$ cat config.mk
export PLATFORM = sky130hd
export DESIGN_NAME = pole_switch_sampler
export DESIGN_NICKNAME = d
export VERILOG_FILES = /design/src/rtl/pole_switch_sampler.sv
export SDC_FILE = /design/constraint.sdc
export NUM_CORES = 1
export LEC_CHECK = 0
export ABC_AREA = 1
export BUFFER_PORTS_ARGS = -buffer_cell sky130_fd_sc_hd__buf_2
export CAP_MARGIN = 15
export CORE_ASPECT_RATIO = 0.8
export CORE_UTILIZATION = 45
export CTS_CLUSTER_DIAMETER = 120
export CTS_CLUSTER_SIZE = 12
export DETAILED_ROUTE_END_ITERATION = 7
export PLACE_DENSITY = 0.7
export REMOVE_ABC_BUFFERS = 1
export SYNTH_ARGS = -nofsm -noshare
export SYNTH_HDL_FRONTEND = slang
export SYNTH_SLANG_ARGS = --single-unit
$ cat constraint.sdc
create_clock -name clk -period 3.91 [get_ports clk]
set_input_delay 0.391 -clock clk [delete_from_list [all_inputs] [get_ports clk]]
set_output_delay 0.391 -clock clk [all_outputs]
set_load 0.02 [all_outputs]
$ cat src/rtl/pole_switch_sampler.sv
module pole_switch_sampler #(
  parameter int FLUX_W      = 12,
  parameter int AWAKE_TICKS = 2,
  parameter int SLEEP_TICKS = 1008
) (
  input  logic              clk,
  input  logic              rst_n,
  input  logic              tick,
  output logic              smp_req,
  input  logic              smp_valid,
  input  logic [FLUX_W-1:0] smp_flux,
  input  logic [1:0]        cfg_pole,
  input  logic [1:0]        cfg_sens,
  input  logic              cfg_act_high,
  input  logic              cfg_open_drain,
  output logic              sw_out,
  output logic              sw_oe
);
  localparam int CNT_MAX = (AWAKE_TICKS > SLEEP_TICKS) ? AWAKE_TICKS : SLEEP_TICKS;
  localparam int CNT_W   = $clog2(CNT_MAX + 1);
  localparam int MW      = FLUX_W + 1;

  logic             awake, got, det;
  logic [CNT_W-1:0] cnt;
  logic [FLUX_W-1:0] smp_q;

  logic signed [MW-1:0] fx, s_mag, n_mag, mag, op_t, rp_t;
  logic win_end, sleep_end, det_nxt, level;

  assign smp_req   = awake && !got;
  assign win_end   = tick && awake && (cnt == CNT_W'(AWAKE_TICKS - 1));
  assign sleep_end = tick && !awake && (cnt == CNT_W'(SLEEP_TICKS - 1));

  assign fx    = {smp_q[FLUX_W-1], smp_q};
  assign s_mag = (fx > 0) ? fx : '0;
  assign n_mag = (fx < 0) ? -fx : '0;

  always_comb begin
    case (cfg_pole)
      2'd1:    mag = s_mag;
      2'd2:    mag = n_mag;
      default: mag = s_mag | n_mag;
    endcase
    case (cfg_sens)
      2'd0:    begin op_t = MW'(18); rp_t = MW'(11); end
      2'd1:    begin op_t = MW'(30); rp_t = MW'(22); end
      default: begin op_t = MW'(45); rp_t = MW'(35); end
    endcase
    if (mag >= op_t)     det_nxt = 1'b1;
    else if (mag < rp_t) det_nxt = 1'b0;
    else                 det_nxt = det;
  end

  always_ff @(posedge clk or negedge rst_n) begin
    if (!rst_n) begin
      awake <= 1'b1;
      cnt   <= '0;
      got   <= 1'b0;
      det   <= 1'b0;
      smp_q <= '0;
    end else begin
      if (smp_req && smp_valid) begin
        got   <= 1'b1;
        smp_q <= smp_flux;
      end
      if (win_end) begin
        awake <= 1'b0;
        cnt   <= '0;
        got   <= 1'b0;
        if (got) det <= det_nxt;
      end else if (sleep_end) begin
        awake <= 1'b1;
        cnt   <= '0;
      end else if (tick) begin
        cnt <= cnt + 1'b1;
      end
    end
  end

  assign level  = det ? cfg_act_high : !cfg_act_high;
  assign sw_out = cfg_open_drain ? 1'b0 : level;
  assign sw_oe  = cfg_open_drain ? !level : 1'b1;
endmodule

==> results of run 1 <==
==> logic make-up (layout without fill, tap and decap cells) <==
| kind of cell | after synthesis | in the layout | share of synthesized area |
|---|---|---|---|
| mux | 1 | 1 | 0.00633 |
| buf+inv | 42 | 67 | 0.0887 |
| flops | 25 | 25 | 0.353 |
| simple gates | 124 | 124 | 0.312 |
| fa+ha+maj | 14 | 14 | 0.0985 |
| xor+xnor | 7 | 7 | 0.0345 |
| compound gates | 32 | 32 | 0.108 |
==> worst min path at each step <==
stage | start | to | slack, ns
after detailed placement | rst_n | cnt[9] | 0.42
after floorplan | rst_n | cnt[0] | 0.1
after CTS | rst_n | cnt[6] | 0.12
final | rst_n | cnt[9] | 0.1
after global placement | rst_n | cnt[9] | 0.41
after global routing | rst_n | cnt[7] | 0.13
==> cell type report <==
type | count | area (µm²) | area share
multi-input cells | 178 | 993 | 0.496
inverters | 39 | 146 | 0.0730
flip-flops and latches | 25 | 627 | 0.313
repair buffers | 24 | 120 | 0.0599
clock inverters | 1 | 7.51 | 0.00375
clock buffers | 3 | 41.3 | 0.0206
well taps | 55 | 68.8 | 0.0343
==> metal layers <==
metal  up-vias  global-route usage
li1        842                   -
met2        49               0.270
met4         0              0.0672
met1       727               0.301
met5         -                   0
met3         4              0.0330
==> cell usage in the layout, fill, tap and decap left out, types with 2 or more instances in the layout <==
| master | synthesis | final |
|---|---|---|
| ha_1 | 14 | 14 |
| a21oi_1 | 14 | 14 |
| o21ai_0 | 6 | 6 |
| inv_2 | 2 | 2 |
| nand4_1 | 3 | 3 |
| nor2_1 | 44 | 44 |
| nand2_1 | 49 | 49 |
| nor4_1 | 2 | 2 |
| nor3_2 | 3 | 3 |
| nand3_1 | 16 | 16 |
| o32ai_1 | 2 | 2 |
| clkbuf_8 | 0 | 3 |
| buf_2 | 0 | 24 |
| o22ai_1 | 2 | 2 |
| nor3_1 | 3 | 3 |
| inv_1 | 37 | 37 |
| dfrtp_1 | 24 | 24 |
| xor2_1 | 7 | 7 |
==> where the power goes <==
part	internal (W)	leakage [nW]	switching, W
logic	0.0000616	0.747	0.0000875
registers	0.000288	0.265	0.0000308
clock network	0.0000723	0.0217	0.0000855
==> sequential cells by signal, indices dropped and copies added (netlist names) <==
register,flops
awake,1
cnt,10
det,1
got,1
smp_q,12
==> critical path: cells and delay by family (launching register included) <==
family / cells / cell delay (ns)
AOI/OAI and AO/OA: 2 / 0.36
adders and majority gates: 2 / 0.58
buffers and inverters: 3 / 0.29
DFF: 1 / 0.39
and+or+nand+nor: 11 / 0.84
==> stage by stage <==
stage / power, W / utilization
2_1_floorplan: 0.000426 / -
3_3_place_gp: 0.000467 / 0.518
3_5_place_dp: 0.000473 / 0.518
4_1_cts: 0.000633 / 0.530
5_1_grt: 0.000672 / 0.530
6_report: 0.000625 / 0.530
==> metrics.md, run 1 <==
| Metric | Value |
|---|---|
| Post-synthesis cell area | `1780 µm²` |
| Placed cells | `321` |
| CTS H-Tree Depth | `1` |
| Element type at the critical path end | `register` |
| CTS tree | `built` |
| Total CTS buffers | `3` |
| Seq/Total Area, Yosys | `0.353` |
| Metal-1 WL | `around 2000 µm` |
| Row count | `20` |
| Syn avg cell area | `just over 7 µm²` |
| Met3 wire length | `177 µm` |
| Dominant cell type by area after synthesis | `dfrtp_1` |
| Global-route wire length before repair | `6290 µm` |
| Clock Tree Root | `clkbuf_8` |
| Nets | `307` |
| Layout fillers | `approximately 370` |
| Layout Area Growth over Synthesis | `12.7%` |
| Gr usage total | `0.195` |
| Remaining Overflow, GRT | `0` |
| Worst-path clk slew | `0.09 ns` |
| Io pins | `25` |
| Crit path capture | `det` |
| Die H | `58.2 µm` |
| Crit Path Max Fanout | `4` |
| Crit Path Category | `reg -> reg` |
| GPL Wtd Cong | `0.874` |
| VDD IR max | `0.234 mV` |
| DRC Markers | `0` |
| Total die area | `4210 µm²` |
| Dominant cell type by count on the critical path | `nand2_1` |
| Cts repair resizes | `0` |
| Power per Cell Area | `312 nW/µm²` |
| Status | `complete, no violations` |
| Top post-synthesis cells by area | `dfrtp_1, nand2_1, ha_1` |
| Uppermost layer routed | `met4` |
| Async S/R FF share, synth | `1.00` |
| Initial antenna violation count | `0` |
| Netlist cell types | `31` |
| Dpl ws | `1.11 ns` |
| Dominant synthesized flop cell | `dfrtp_1` |
| Fmax | `about 390 MHz` |
| Final setup vio count | `0` |
| Most common cell in the netlist | `nand2_1` |
| EDFF count, synth | `0` |
| Seq cells post-synth | `25` |
| Cts hold-fix bufs | `0` |
| Sink Count | `25` |
| Vias in the first global route | `1414` |
| Vias per inst | `about 5` |
| Initial core utilization | `0.471` |
| Final setup TNS | `0 ns` |
| Finished Layout Cells | `325` |
| Post-layout min period | `~2.6 ns` |
| Syn Inst Count | `approximately 250` |
| PortBufs | `24` |
| Min-Delay Path Class | `in -> async` |
| Max_cap viols | `0` |
| Fraction of layout cells with a size suffix above 1 | `0.144` |
| Yosys top cell area share | `0.338` |
| Leakage | `approximately 1.0 nW` |
| Core Box Area | `3780 µm²` |
| Ys Warns | `0` |
| Cell Area, Placed | `1960 µm²` |
| Drt wl/cell | `11.3 µm` |
| Vias after detailed routing | `1622` |
| Final period util | `0.656` |
| Post-DRT Antenna Nets | `0` |
| Design area | `2000 µm²` |
| CP cell instances | `inv_1, ha_1, nand2_1, nor2_1, nand2_1, nand2_1, nand2_1, inv_1, o32ai_1, ha_1, nand2_1, inv_1, a221oi_1, nand2_1, nand2_1, nand2_1, nand2_1, nand2_1` |
| Post-CTS Setup Repair Bufs | `0` |
| Critical path's slowest cell | `dfrtp_1` |
| Setup crit start | `smp_q[0]` |
| Arrival @ worst endpoint | `2.74 ns` |
| Final wirelength | `3660 µm` |
| Largest net degree at the start of global routing | `26` |
| Slew @ Worst Pin | `roughly 0.74 ns` |
| R2R cell count | `18` |
| Routed wl met2 | `1470 µm` |
| Setup ws final | `1.34 ns` |
| Layout Skew | `0.00400 ns` |
| Skew-Pair Late Insertion Delay | `0.27 ns` |
| Router iterations before antenna repair | `4` |
| DR iter-0 viols | `71` |
| Max clock buf depth | `2` |
| Reg2reg setup slack | `1.34 ns` |
| Reg-to-reg endpoint | `det` |
| Width of the chip | `72.3 µm` |
| Slew Limit Fails | `0` |
| Hold Vio Cnt, Final | `0` |
| CP Launch Type | `register` |
| Post-DP HPWL | `between 2000 and 3000 µm` |
| Most frequent cells after synthesis | `nand2_1, nor2_1, inv_1, dfrtp_1, nand3_1` |
| Critical R2R Launch | `smp_q[0]` |
| RSZ-0062 raised after global routing | `false` |
| Req. time, crit path | `4.08 ns` |
| Final hold slack | `0.0971 ns` |
| CP max stage delay | `0.39 ns` |
| Worst slew margin | `0.503` |
| Antenna cells | `0` |
(Power assumes the default switching activity.)
==> run 2: changes to the inputs <==
- ABC_AREA: 1 -> 0
- PLACE_DENSITY: 0.7 -> 0.73
- clock period: 3.91 -> 2.3 ns (I/O delays scaled with it)
==> run 2 against run 1 <==
The flow now finishes with violations (setup timing). Combinational power increased by 52%. First-iteration DRC count grew 11%. Total power is 70% higher.
==> metrics.md, run 2 <==
| Metric | Value |
|---|---|
| Crit path capture | `det` |
| Dominant synthesized flop cell | `dfrtp_1` |
| Router iterations before antenna repair | `4` |
| Element type at the critical path end | `register` |
| Global-route wire length before repair | `slightly above 6000 µm` |
| Io pins | `25` |
| Min-Delay Path Class | `in -> reg` |
| Slew Limit Fails | `0` |
| Register area | `627 µm²` |
| Status | `finished, violations left` |
| PortBufs | `24` |
| Total CTS buffers | `3` |
| Max_cap viols | `0` |
| Cell Area, Placed | `1950 µm²` |
| Area of the multi-input gates | `~1000 µm²` |
| Final wirelength | `3510 µm` |
| DR iter-0 viols | `79` |
| Top Registers | `smp_q (12), cnt (10)` |
| Fraction of layout cells with a size suffix above 1 | `0.347` |
| Critical R2R Launch | `smp_q[0]` |
| Post-DRT Antenna Nets | `0` |
| Initial core utilization | `0.474` |
| CP cell instances | `inv_1, ha_2, or3b_4, nor4b_4, nor2_2, o21ai_1, o21ai_1, buf_4, buf_4, ha_1, a21o_1, a21oi_2, o211ai_1, mux2i_1, o311ai_1` |
| Sink Count | `25` |
| Hold Vio Cnt, Final | `0` |
| Width of the chip | `~70 µm` |
| Post-DP HPWL | `2750 µm` |
| Dominant cell type by area after synthesis | `dfrtp_1` |
| Gr usage total | `0.197` |
| Largest net degree at the start of global routing | `26` |
| Post-layout util | `0.603` |
| Final period util | `1.20` |
| Most frequent cells after synthesis | `dfrtp_1, nor2_1, ha_1, nand2_1` |
| Worst-path clk slew | `0.09 ns` |
| CP max stage delay | `0.39 ns` |
| Most frequent cells in the layout | `buf_4, dfrtp_1, buf_2` |
| Critical path's slowest cell | `dfrtp_1` |
| Vias per inst | `5.51` |
| Commonest non-fill, non-tap cell in the layout | `buf_4` |
| CTS H-Tree Depth | `1` |
| Setup ws final | `-0.457 ns` |
| CP Launch Type | `register` |
| Row count | `19` |
| Remaining Overflow, GRT | `0` |
| Drt wl/cell | `13.3 µm` |
| Ys Warns | `0` |
| Req. time, crit path | `2.44 ns` |
| Worst slew margin | `0.633` |
| Core Box Area | `3450 µm²` |
| Seq/Total Area, Yosys | `0.383` |
| Layout Area Growth over Synthesis | `27.1%` |
| Antenna cells | `0` |
| CTS tree | `built` |
| Reg-to-reg endpoint | `det` |
| Die H | `55.9 µm` |
| GPL Wtd Cong | `around 0.83` |
| Total die area | `3880 µm²` |
| RSZ-0062 raised after global routing | `true` |
| Syn Inst Count | `173` |
| Setup crit start | `smp_q[0]` |
| Layout fillers | `304` |
| Most flops, register | `smp_q` |
| Finished Layout Cells | `264` |
| Slew @ Worst Pin | `0.549 ns` |
| Initial antenna violation count | `0` |
| EDFF count, synth | `0` |
| Max clock buf depth | `2` |
| Vias after detailed routing | `1454` |
| Final setup TNS | `-0.457 ns` |
| DRC Markers | `0` |
| Crit Path Category | `reg -> reg` |
| Arrival @ worst endpoint | `2.90 ns` |
| Post-layout min period | `2.76 ns` |
| Reg2reg setup slack | `-0.46 ns` |
| Design area | `2080 µm²` |
| Fmax | `363 MHz` |
| Netlist cell types | `slightly above 40` |
| Max reg flops | `12` |
| Crit Path Max Fanout | `4` |
| Post-synthesis cell area | `1640 µm²` |
| Vias in the first global route | `1303` |
| Placed cells | `256` |
| Dpl ws | `-0.806 ns` |
| Most common cell in the netlist | `dfrtp_1` |
| Seq cells post-synth | `25` |
| Syn avg cell area | `9.45 µm²` |
| R2R cell count | `15` |
| Yosys top cell area share | `0.367` |
| Skew-Pair Late Insertion Delay | `about 0.26 ns` |
| Async S/R FF share, synth | `1.00` |
| Layout Skew | `0.00592 ns` |
| Final setup vio count | `1` |
| Top post-synthesis cells by area | `dfrtp_1, ha_1, mux2_2` |
| VDD IR max | `0.543 mV` |
| Failing checks | `setup timing` |
| Power per Cell Area | `between 500 and 600 nW/µm²` |
| Nets | `259` |
| Clock Tree Root | `clkbuf_8` |
| Leakage | `1.08 nW` |
==> run 2: cell count changes in the layout (fill, tap and decap cells not counted), moves of 10 or more <==
cell     previous run  this run
nand3_1            16         6
nor2_1             44        17
a21oi_1            14         1
nand2_1            49        14
inv_1              37         9
buf_4               0        25
mux2_2              1        12
==> run 2: timing repair <==
item	4_1_cts	5_1_grt
endpoints found under the hold margin	24	0
endpoints found under the setup margin	1	1
gates resized for setup	10	4
buffers inserted	3	0
pin swaps	11	10
hold buffers	1	0
==> run 2: worst min path at each step <==
stage / to / from / cells after the start
finish: smp_q[10] / smp_flux[10] / 2
global route: smp_q[8] / smp_flux[8] / 2
CTS: smp_q[3] / smp_flux[3] / 2
detailed placement: cnt[1] / rst_n / 1
global placement: cnt[1] / rst_n / 1
floorplan: cnt[0] / rst_n / 0
==> run 2: final cells by class <==
type | count | share of cell area
clock buffer | 4 | 0.0217
sequential | 25 | 0.302
timing repair buffer | 50 | 0.153
tap | 42 | 0.0253
inverter | 9 | 0.0163
multi-input combinational | 134 | 0.482
==> run 2: layer usage <==
layer | up-vias | routed length (µm) | track usage
met4 | 0 | 15 | 0.0437
met5 | - | 0 | 0
met2 | 38 | 1530 | 0.290
met3 | 2 | 193 | 0.0399
li1 | 726 | - | -
met1 | 688 | 1770 | 0.299
==> run 2: power breakdown <==
group | internal, W | leakage [nW] | switching, W
registers | 0.000495 | 0.333 | 0.0000869
clock network | 0.000124 | 0.0228 | 0.000131
logic | 0.000106 | 0.729 | 0.000120
total | 0.000725 | 1.08 | 0.000339
==> run 2: cell families (layout without fill, tap and decap cells) <==
family                     count (synthesis)  after routing  share of synthesized area
and+or+nand+nor                           63             63                      0.193
AOI/OAI and AO/OA                         33             33                      0.136
DFF                                       25             25                      0.383
adders and majority gates                 14             14                      0.107
buffers and inverters                     14             63                     0.0329
muxes                                     13             13                     0.0888
xor gates and xnor gates                  11             11                     0.0589
==> run 2: worst max-delay path: cells and delay by family, from the launching register on <==
family / cells / cell delay, ns
AO/OA/AOI/OAI: 6 / 0.72
AND/OR/NAND/NOR: 3 / 0.72
multiplexers: 1 / 0.14
adder cells (fa/ha/maj): 2 / 0.34
buffers and inverters: 3 / 0.32
flip-flops: 1 / 0.39
==> run 2: per-stage QoR <==
step	hold slack, ns	total power, W
3_3_place_gp	0.241	0.000802
3_5_place_dp	0.247	0.000811
2_1_floorplan	-0.0656	0.000727
5_1_grt	0.185	0.00114
4_1_cts	0.190	0.00107
6_report	0.196	0.00106
==> run 3: changes to the inputs <==
- SKIP_CTS_REPAIR_TIMING: unset -> 1
==> run 3 against run 2 <==
The flow still finishes with violations (setup timing). Cell count is 1.1% lower. Maximum frequency is 4.0% lower. Register-to-register slack worse by 0.12 ns. Total power is 0.20% lower. Largest cell class unchanged. Clock skew is 0.0013 ns higher.
==> metrics.md, run 3 (same netlist as run 2, synthesis figures left out) <==
| Metric | Value |
|---|---|
| PortBufs | `24` |
| Layout Area Growth over Synthesis | `24.9%` |
| Failing checks | `setup timing` |
| Drt wl/cell | `13.0 µm` |
| Gr usage total | `0.191` |
| Largest net degree at the start of global routing | `26` |
| Req. time, crit path | `2.44 ns` |
| Vias after detailed routing | `1451` |
| Power per Cell Area | `520 nW/µm²` |
| Most frequent cells in the layout | `dfrtp_1, buf_2, buf_4` |
| Slew @ Worst Pin | `around 0.55 ns` |
| Post-layout min period | `approximately 2.9 ns` |
| Crit Path Max Fanout | `4` |
| Post-DRT Antenna Nets | `0` |
| VDD IR max | `0.541 mV` |
| Worst-path clk slew | `0.09 ns` |
| Design area | `2040 µm²` |
| Router iterations before antenna repair | `4` |
| Fmax | `348 MHz` |
| Clock Tree Root | `clkbuf_8` |
| RSZ-0062 raised after global routing | `true` |
| Max reg flops | `12` |
| Top Registers | `smp_q (12), cnt (10)` |
| Global-route wire length before repair | `5910 µm` |
| Status | `finished, violations left` |
| Total power | `~0.0011 W` |
| DR iter-0 viols | `between 70 and 80` |
| CTS H-Tree Depth | `1` |
| Cell Area, Placed | `between 1500 and 2000 µm²` |
| Crit Path Category | `reg -> reg` |
| Most flops, register | `smp_q` |
| Fraction of layout cells with a size suffix above 1 | `0.324` |
| R2R cell count | `13` |
| Critical R2R Launch | `smp_q[0]` |
| Die H | `approximately 56 µm` |
| CTS tree | `built` |
| Nets | `roughly 260` |
| Crit path capture | `det` |
| Leakage | `1.07 nW` |
| Row count | `19` |
| Reg2reg setup slack | `-0.57 ns` |
| CP Launch Type | `register` |
| Final wirelength | `~3400 µm` |
| Finished Layout Cells | `around 260` |
| Layout fillers | `slightly above 300` |
| Skew-Pair Late Insertion Delay | `0.27 ns` |
| Vias per inst | `5.56` |
| DRC Markers | `0` |
| Layout Skew | `0.00727 ns` |
| Sink Count | `25` |
| Initial core utilization | `0.474` |
| Critical path's slowest cell | `dfrtp_1` |
| CP max stage delay | `0.39 ns` |
| Io pins | `25` |
| Slew Limit Fails | `0` |
| Placed cells | `256` |
| Antenna cells | `0` |
| Total CTS buffers | `3` |
| Initial antenna violation count | `0` |
| Final period util | `1.25` |
| Reg-to-reg endpoint | `det` |
| Element type at the critical path end | `register` |
| Max clock buf depth | `2` |
| Setup ws final | `-0.573 ns` |
| Setup crit start | `smp_q[0]` |
| CP cell instances | `inv_1, ha_2, or3b_4, nor4b_4, nor2_2, o21ai_1, o21ai_1, ha_1, a21o_1, buf_4, a21o_1, o2111ai_2, o311ai_1` |
| Core Box Area | `about 3400 µm²` |
| Min-Delay Path Class | `in -> reg` |
| Hold Vio Cnt, Final | `0` |
| Final setup vio count | `1` |
| Arrival @ worst endpoint | `about 3 ns` |
| Post-layout util | `0.593` |
| Max_cap viols | `0` |
| Post-DP HPWL | `2750 µm` |
| GPL Wtd Cong | `0.833` |
| Vias in the first global route | `1287` |
| Worst slew margin | `0.637` |
| Remaining Overflow, GRT | `0` |
| Total die area | `3880 µm²` |
| Width of the chip | `69.4 µm` |
## run 3: cell types whose count changed in the layout (fill, tap and decap cells not counted), sizes merged
cell / before / now
buf: 49 / 46
## run 3: worst min path at each step
stage / cells after the start / slack, ns / from / endpoint
5_1_grt: 2 / 0.18 / smp_flux[8] / smp_q[8]
3_3_place_gp: 1 / 0.24 / rst_n / cnt[1]
6_report: 2 / 0.20 / smp_flux[10] / smp_q[10]
2_1_floorplan: 0 / -0.07 / rst_n / cnt[0]
4_1_cts: 1 / -0.04 / rst_n / cnt[1]
3_5_place_dp: 1 / 0.25 / rst_n / cnt[1]
## run 3: report_power, final
part           switching, W  internal, W
clock network      0.000131     0.000124
registers         0.0000867     0.000495
logic              0.000119     0.000105
total              0.000338     0.000724
## run 3: through the flow
stage	hold WS (ns)	setup slack, ns	TNS (ns)
after floorplan	-0.0656	-0.766	-0.766
after global placement	0.241	-0.723	-0.723
after detailed placement	0.247	-0.806	-0.806
after CTS	-0.0394	-0.847	-0.847
after global routing	0.184	-0.744	-0.744
final	0.197	-0.573	-0.573
## run 3: critical path, delay by kind of cell (launching register included)
| kind | cells | cell delay [ns] |
|---|---|---|
| AOI/OAI and AO/OA | 6 | 0.86 |
| DFF | 1 | 0.39 |
| adders and majority gates | 2 | 0.50 |
| and+or+nand+nor | 3 | 0.80 |
| buffers and inverters | 2 | 0.19 |
## run 3: routing by layer
| layer | vias up | wire, µm | GRT usage | share of wire |
|---|---|---|---|---|
| li1 | 719 | - | - | - |
| met1 | 685 | 1730 | 0.292 | 0.51 |
| met2 | 45 | 1420 | 0.275 | 0.42 |
| met3 | 2 | 217 | 0.0399 | 0.064 |
| met4 | 0 | 15 | 0.0437 | 0.0044 |
| met5 | - | 0 | 0 | 0 |
## run 3: area by class of cell
class                   count  area (µm²)  share of cell area
repair buffers             47         295               0.145
well taps                  42        52.6              0.0257
flip-flops and latches     25         627               0.307
inverters                   9        33.8              0.0165
multi-input cells         134         990               0.484
clock buffers               4        45.0              0.0220
